File: src/rtl/wdr_pkg.sv
package wdr_pkg;
    localparam int unsigned CNT_W   = 6;
    localparam int unsigned REG_W   = CNT_W + 2;
    localparam int unsigned SR_POS  = 1;
    localparam int unsigned ACT_POS = 0;

    typedef struct packed {
        logic [CNT_W-1:0] cnt;
        logic             sr;
        logic             act;
    } wdr_state_t;

    localparam wdr_state_t WDR_RST_VAL = '{cnt: '1, sr: 1'b1, act: 1'b0};
endpackage

File: src/rtl/wdr_field_swap.sv
module wdr_field_swap #(
    parameter int unsigned W = 6
) (
    input  logic [W-1:0] din,
    output logic [W-1:0] dout
);
    for (genvar i = 0; i < W; i++) begin : g_swap
        assign dout[i] = din[W-1-i];
    end
endmodule

File: src/rtl/wdr_pulse_gen.sv
module wdr_pulse_gen #(
    parameter int unsigned LEN = 4
) (
    input  logic clk,
    input  logic rst_n,
    input  logic start,
    output logic active
);
    localparam int unsigned CW = $clog2(LEN + 1);

    logic [CW-1:0] left_d, left_q;

    always_comb begin
        left_d = left_q;
        if (left_q != '0) begin
            left_d = left_q - CW'(1);
        end else if (start) begin
            left_d = CW'(LEN);
        end
    end

    always_ff @(posedge clk or negedge rst_n) begin
        if (!rst_n) begin
            left_q <= '0;
        end else begin
            left_q <= left_d;
        end
    end

    assign active = (left_q != '0);
endmodule

File: src/rtl/wdt_always_on.sv
module wdt_always_on #(
    parameter int unsigned PULSE_LEN = 4
) (
    input  logic                     clk,
    input  logic                     rst_n,
    input  logic                     tick,
    input  logic                     we,
    input  logic [wdr_pkg::REG_W-1:0] wdata,
    output logic [wdr_pkg::REG_W-1:0] rdata,
    output logic                     sys_rst
);
    localparam int unsigned CW = wdr_pkg::CNT_W;

    wdr_pkg::wdr_state_t st_d, st_q;
    logic [CW-1:0] wr_cnt, rd_field;
    logic          busy, fire_sw, fire_to;

    wdr_field_swap #(.W(CW)) i_wr_swap (
        .din  (wdata[wdr_pkg::REG_W-1:2]),
        .dout (wr_cnt)
    );

    wdr_field_swap #(.W(CW)) i_rd_swap (
        .din  (st_q.cnt),
        .dout (rd_field)
    );

    wdr_pulse_gen #(.LEN(PULSE_LEN)) i_pulse (
        .clk    (clk),
        .rst_n  (rst_n),
        .start  (fire_sw | fire_to),
        .active (busy)
    );

    always_comb begin
        st_d    = st_q;
        fire_sw = 1'b0;
        fire_to = 1'b0;
        if (busy) begin
            st_d = wdr_pkg::WDR_RST_VAL;
        end else if (we) begin
            if (!wdata[wdr_pkg::SR_POS]) begin
                fire_sw = 1'b1;
                st_d    = wdr_pkg::WDR_RST_VAL;
            end else begin
                st_d.cnt = wr_cnt;
                st_d.sr  = 1'b1;
                st_d.act = wdata[wdr_pkg::ACT_POS];
            end
        end else if (tick) begin
            if (st_q.cnt[CW-1:1] == '0) begin
                fire_to = 1'b1;
                st_d    = wdr_pkg::WDR_RST_VAL;
            end else begin
                st_d.cnt = st_q.cnt - CW'(1);
            end
        end
    end

    always_ff @(posedge clk or negedge rst_n) begin
        if (!rst_n) begin
            st_q <= wdr_pkg::WDR_RST_VAL;
        end else begin
            st_q <= st_d;
        end
    end

    assign rdata   = {rd_field, st_q.sr, st_q.act};
    assign sys_rst = busy;
endmodule

File: config.mk
export PLATFORM = sky130hd
export DESIGN_NAME = wdt_always_on
export DESIGN_NICKNAME = d
export VERILOG_FILES = /design/src/rtl/wdr_pkg.sv /design/src/rtl/wdr_field_swap.sv /design/src/rtl/wdr_pulse_gen.sv /design/src/rtl/wdt_always_on.sv
export SDC_FILE = /design/constraint.sdc
export NUM_CORES = 1
export LEC_CHECK = 0
export BUFFER_PORTS_ARGS = -buffer_cell sky130_fd_sc_hd__buf_2
export CAP_MARGIN = 20
export CORE_MARGIN = 2
export CORE_UTILIZATION = 48
export CTS_CLUSTER_DIAMETER = 120
export DETAILED_ROUTE_END_ITERATION = 10
export PLACE_DENSITY = 0.87
export REMOVE_ABC_BUFFERS = 1
export SETUP_SLACK_MARGIN = 0.15
export SLEW_MARGIN = 10
export SYNTH_ARGS = -nofsm -noshare
export SYNTH_HDL_FRONTEND = slang
export SYNTH_SLANG_ARGS = --single-unit
File: constraint.sdc
create_clock -name clk -period 1.65 [get_ports clk]
set_input_delay 0.33 -clock clk [delete_from_list [all_inputs] [get_ports clk]]
set_output_delay 0.33 -clock clk [all_outputs]
set_load 0.02 [all_outputs]
==> impl_results.md <==
- All-Layer GR Usage: between 20% and 30%
- Final Net Count: approximately 110
- Least-Margin Pin Slew: a little over 500 ps
- RSZ-0062 raised after global routing: false
- Clk slew on worst S/H paths: 80 ps
- Synth warnings: 0
- Sequential fraction of design power: between 30% and 40%
- Die ar.: 1680 um2
- Max-slew violations: 0
- Final setup viols: 0
- Initial antenna violation count: 0
- Starting Density: between 50 and 60%
- Grt ovf: 0
- Crit. End Element: output port
- CTS Root Cell: clkbuf_4
- I/O pin count: 21
- Peak Freq: between 600 and 700 MHz
- Number of routed nets with antenna violations: 0
- Fin cells: 110
- DR DRC count: 0
- First-pass GRT wire length: about 2300 um
- Max_cap viols: 0
- Worst-Skew Late Latency: about 270 ps
- Comb pwr share: 44.3%
- Area growth, synth to finish: 25.5%
- Final WL: roughly 1700 um
- Synthesized area: between 600 and 700 um2
- Max VDD drop: between 0.9 and 1 mV
- Port buffer count: 19
- GPL Wtd Cong: about 0.8
- Pwr per Cell Area: between 1500 and 2000 nW/um2
- Drt wl/cell: 15.3 um
- CTS tree: yes
- Design Area, Final: just over 800 um2
- Layout cell share with drive strength beyond 1: between 40% and 50%
- Total CTS buffers: 3
- Sw power: 0.000574 W
- Tmin final: about 1500 ps
- Starting DRT DRC Count: 18
- Clock power share: ~17%
- Startpoint types: flop
- TritonCTS Sinks: 10
- Floorplan core area: 1280 um2
- Switching share of power: between 40% and 50%
- CTS Buffer Depth: 2
- Worst Path Buf+Inv: 2
- Gate Count Post-Synth: just over 70
- Site Rows: 13
- Final Worst Setup Slack: 186 ps
- Post-detail-place hpwl: roughly 1200 um
- Outcome: finished clean
- Arr. time, crit path: roughly 1100 ps
- Vias in the first global route: a little over 500
- Synthesized flop and latch total: 10
- Min-Delay Startpoint: wdata[7]
- Critical path's top delay family: flip-flops
- Sequential area share after synthesis: 39.2%
- Yosys cell types: 34
- Max incr delay on CP: 430 ps
- RR Startpoint: st_q[3]$_DFFE_PN1P_
- Internal: between 0.0007 and 0.0008 W
- Crit path kind: flop to output port
- Worst Hold Class: input port to flop
- Average size of a mapped cell: between 9 and 10 um2
- Vias per inst: roughly 6.0
- Max Clock Skew: 6.93 ps
- Slowest CP cell: dfrtp_2
- DIE HEIGHT: 41.0 um
- Crit path cell chain: nor3_4, inv_2, buf_2
- Largest net degree at the start of global routing: 17
- Crit path max fanout: 4
- Die width: roughly 41 um
- Worst setup path startpoint: i_pulse.left_q[0]$_DFFE_PN0P_
- Placed inst area: around 760 um2
- ANT cells: 0
- Max H-tree Level: 1
- Via count: 658
- Worst Path Required: around 1300 ps
- Max-Slew Margin vs Limit: 65.9%
- Placed Instances: a little over 100
- Fin. Hold Viols: 0
- Fin crit share: roughly 89%
- Pre-CTS setup slack: 285 ps
- DRT Pass-1 Iters: 4
- Setup TNS: 0 ps
- Power Total: between 0.001 and 0.0015 W
- Leakage: 0.366 nW
## power groups by stage
stage | Clock (W) | Combinational [W] | Sequential (W)
4_1_cts | 0.000231 | 0.000584 | 0.000501
3_3_place_gp | 0 | 0.000526 | 0.000509
5_1_grt | 0.000238 | 0.000638 | 0.000517
2_1_floorplan | 0 | 0.000287 | 0.000562
3_5_place_dp | 0 | 0.000535 | 0.000525
6_report | 0.000231 | 0.000587 | 0.000506
## final timing paths
kind	endpoint	cells after the start	slack, ps
max	sys_rst	3	190
min	st_q[2]$_DFFE_PN1P_	3	310
max reg2reg	st_q[4]$_DFFE_PN1P_	5	260
min reg2reg	rdata[0]$_DFFE_PN0P_	1	530
max in group asynchronous	st_q[2]$_DFFE_PN1P_	2	940
min in group asynchronous	i_pulse.left_q[2]$_DFFE_PN0P_	2	440
## cells in the mapped netlist (all sizes together)
master	count	share of area (%)
o311ai	2	3.8
nand2	6	3.4
o31a	1	1.3
ha	1	1.9
a211oi	1	1.1
a31oi	2	1.9
a32o	1	1.5
o22ai	1	0.95
inv	5	2.9
nor4	1	3.2
o221ai	1	1.3
clkbuf	1	0.57
nor2	9	5.1
nand3b	1	1.1
nand4bb	1	1.7
o32ai	1	1.3
a32oi	1	1.3
a21oi	3	2.3
o21ai	6	4.6
nand3	1	0.76
buf	2	2.3
nor2b	3	2.9
nor3	2	4.0
dfrtp	4	15
mux2i	1	1.5
o211ai	3	3.4
a41o	1	1.5
dfstp	6	24
a41oi	1	1.3
and3	1	0.95
conb	1	0.57
## state kept, by name (all words and copies together) (netlist names)
signal / count
i_pulse.left_q: 3
rdata: 1
st_q: 6
## per-stage QoR
stage               utilization [%]  hold WS [ps]
floorplan                         -          34.4
global placement               59.1           201
detailed placement             59.1           207
CTS                            64.1           313
global route                   64.2           348
finish                         64.2           314
## kinds of logic after synthesis
group	count (synthesis)	synth area share, %
AO/OA/AOI/OAI	25	27.8
AND/OR/NAND/NOR	25	23.2
flip-flops	10	39.2
buffers and inverters	8	5.71
multiplexers	1	1.52
adder cells (fa/ha/maj)	1	1.90
other	1	0.571
## layout by cell type, fill, tap and decap left out, drive strengths merged, types with 2 or more instances in the layout
| cell | instances |
|---|---|
| o21ai | 6 |
| nand2 | 6 |
| nor3 | 2 |
| nor2 | 9 |
| nor2b | 3 |
| inv | 5 |
| a31oi | 2 |
| o211ai | 3 |
| dfstp | 6 |
| clkbuf | 4 |
| buf | 22 |
| o311ai | 2 |
| a21oi | 3 |
| dfrtp | 4 |
## metal layers
metal / vias up / global-route usage [%] / routed length (um)
met1: 315 / 27.0 / 736
met2: 28 / 36.7 / 840
met5: - / 0 / 0
li1: 313 / - / -
met4: 0 / 7.50 / 9
met3: 2 / 4.89 / 91
## worst reg2reg max path, stage by stage, from the launching register on
cell      delay [ps]
dfstp_2          580
inv_1             70
ha_1             240
nand2_1           80
mux2i_1           80
o311ai_2         260
## what timing repair did
item	in CTS	in global routing
gates cloned	0	0
endpoints found under the hold margin	4	0
hold buffers	1	0
pin swaps	0	1
endpoints found under the setup margin	1	1
buffers inserted	2	0
gates resized for setup	2	1
## cell type report
cell class / count / area (um2)
Fill cell: 114 / 460
Multi-Input combinational cell: 53 / 362
Sequential cell: 10 / 262
Timing Repair Buffer: 23 / 128
Clock buffer: 4 / 36.3
Inverter: 5 / 18.8
Tap cell: 15 / 18.8
Power figures use the tool's default switching activity.
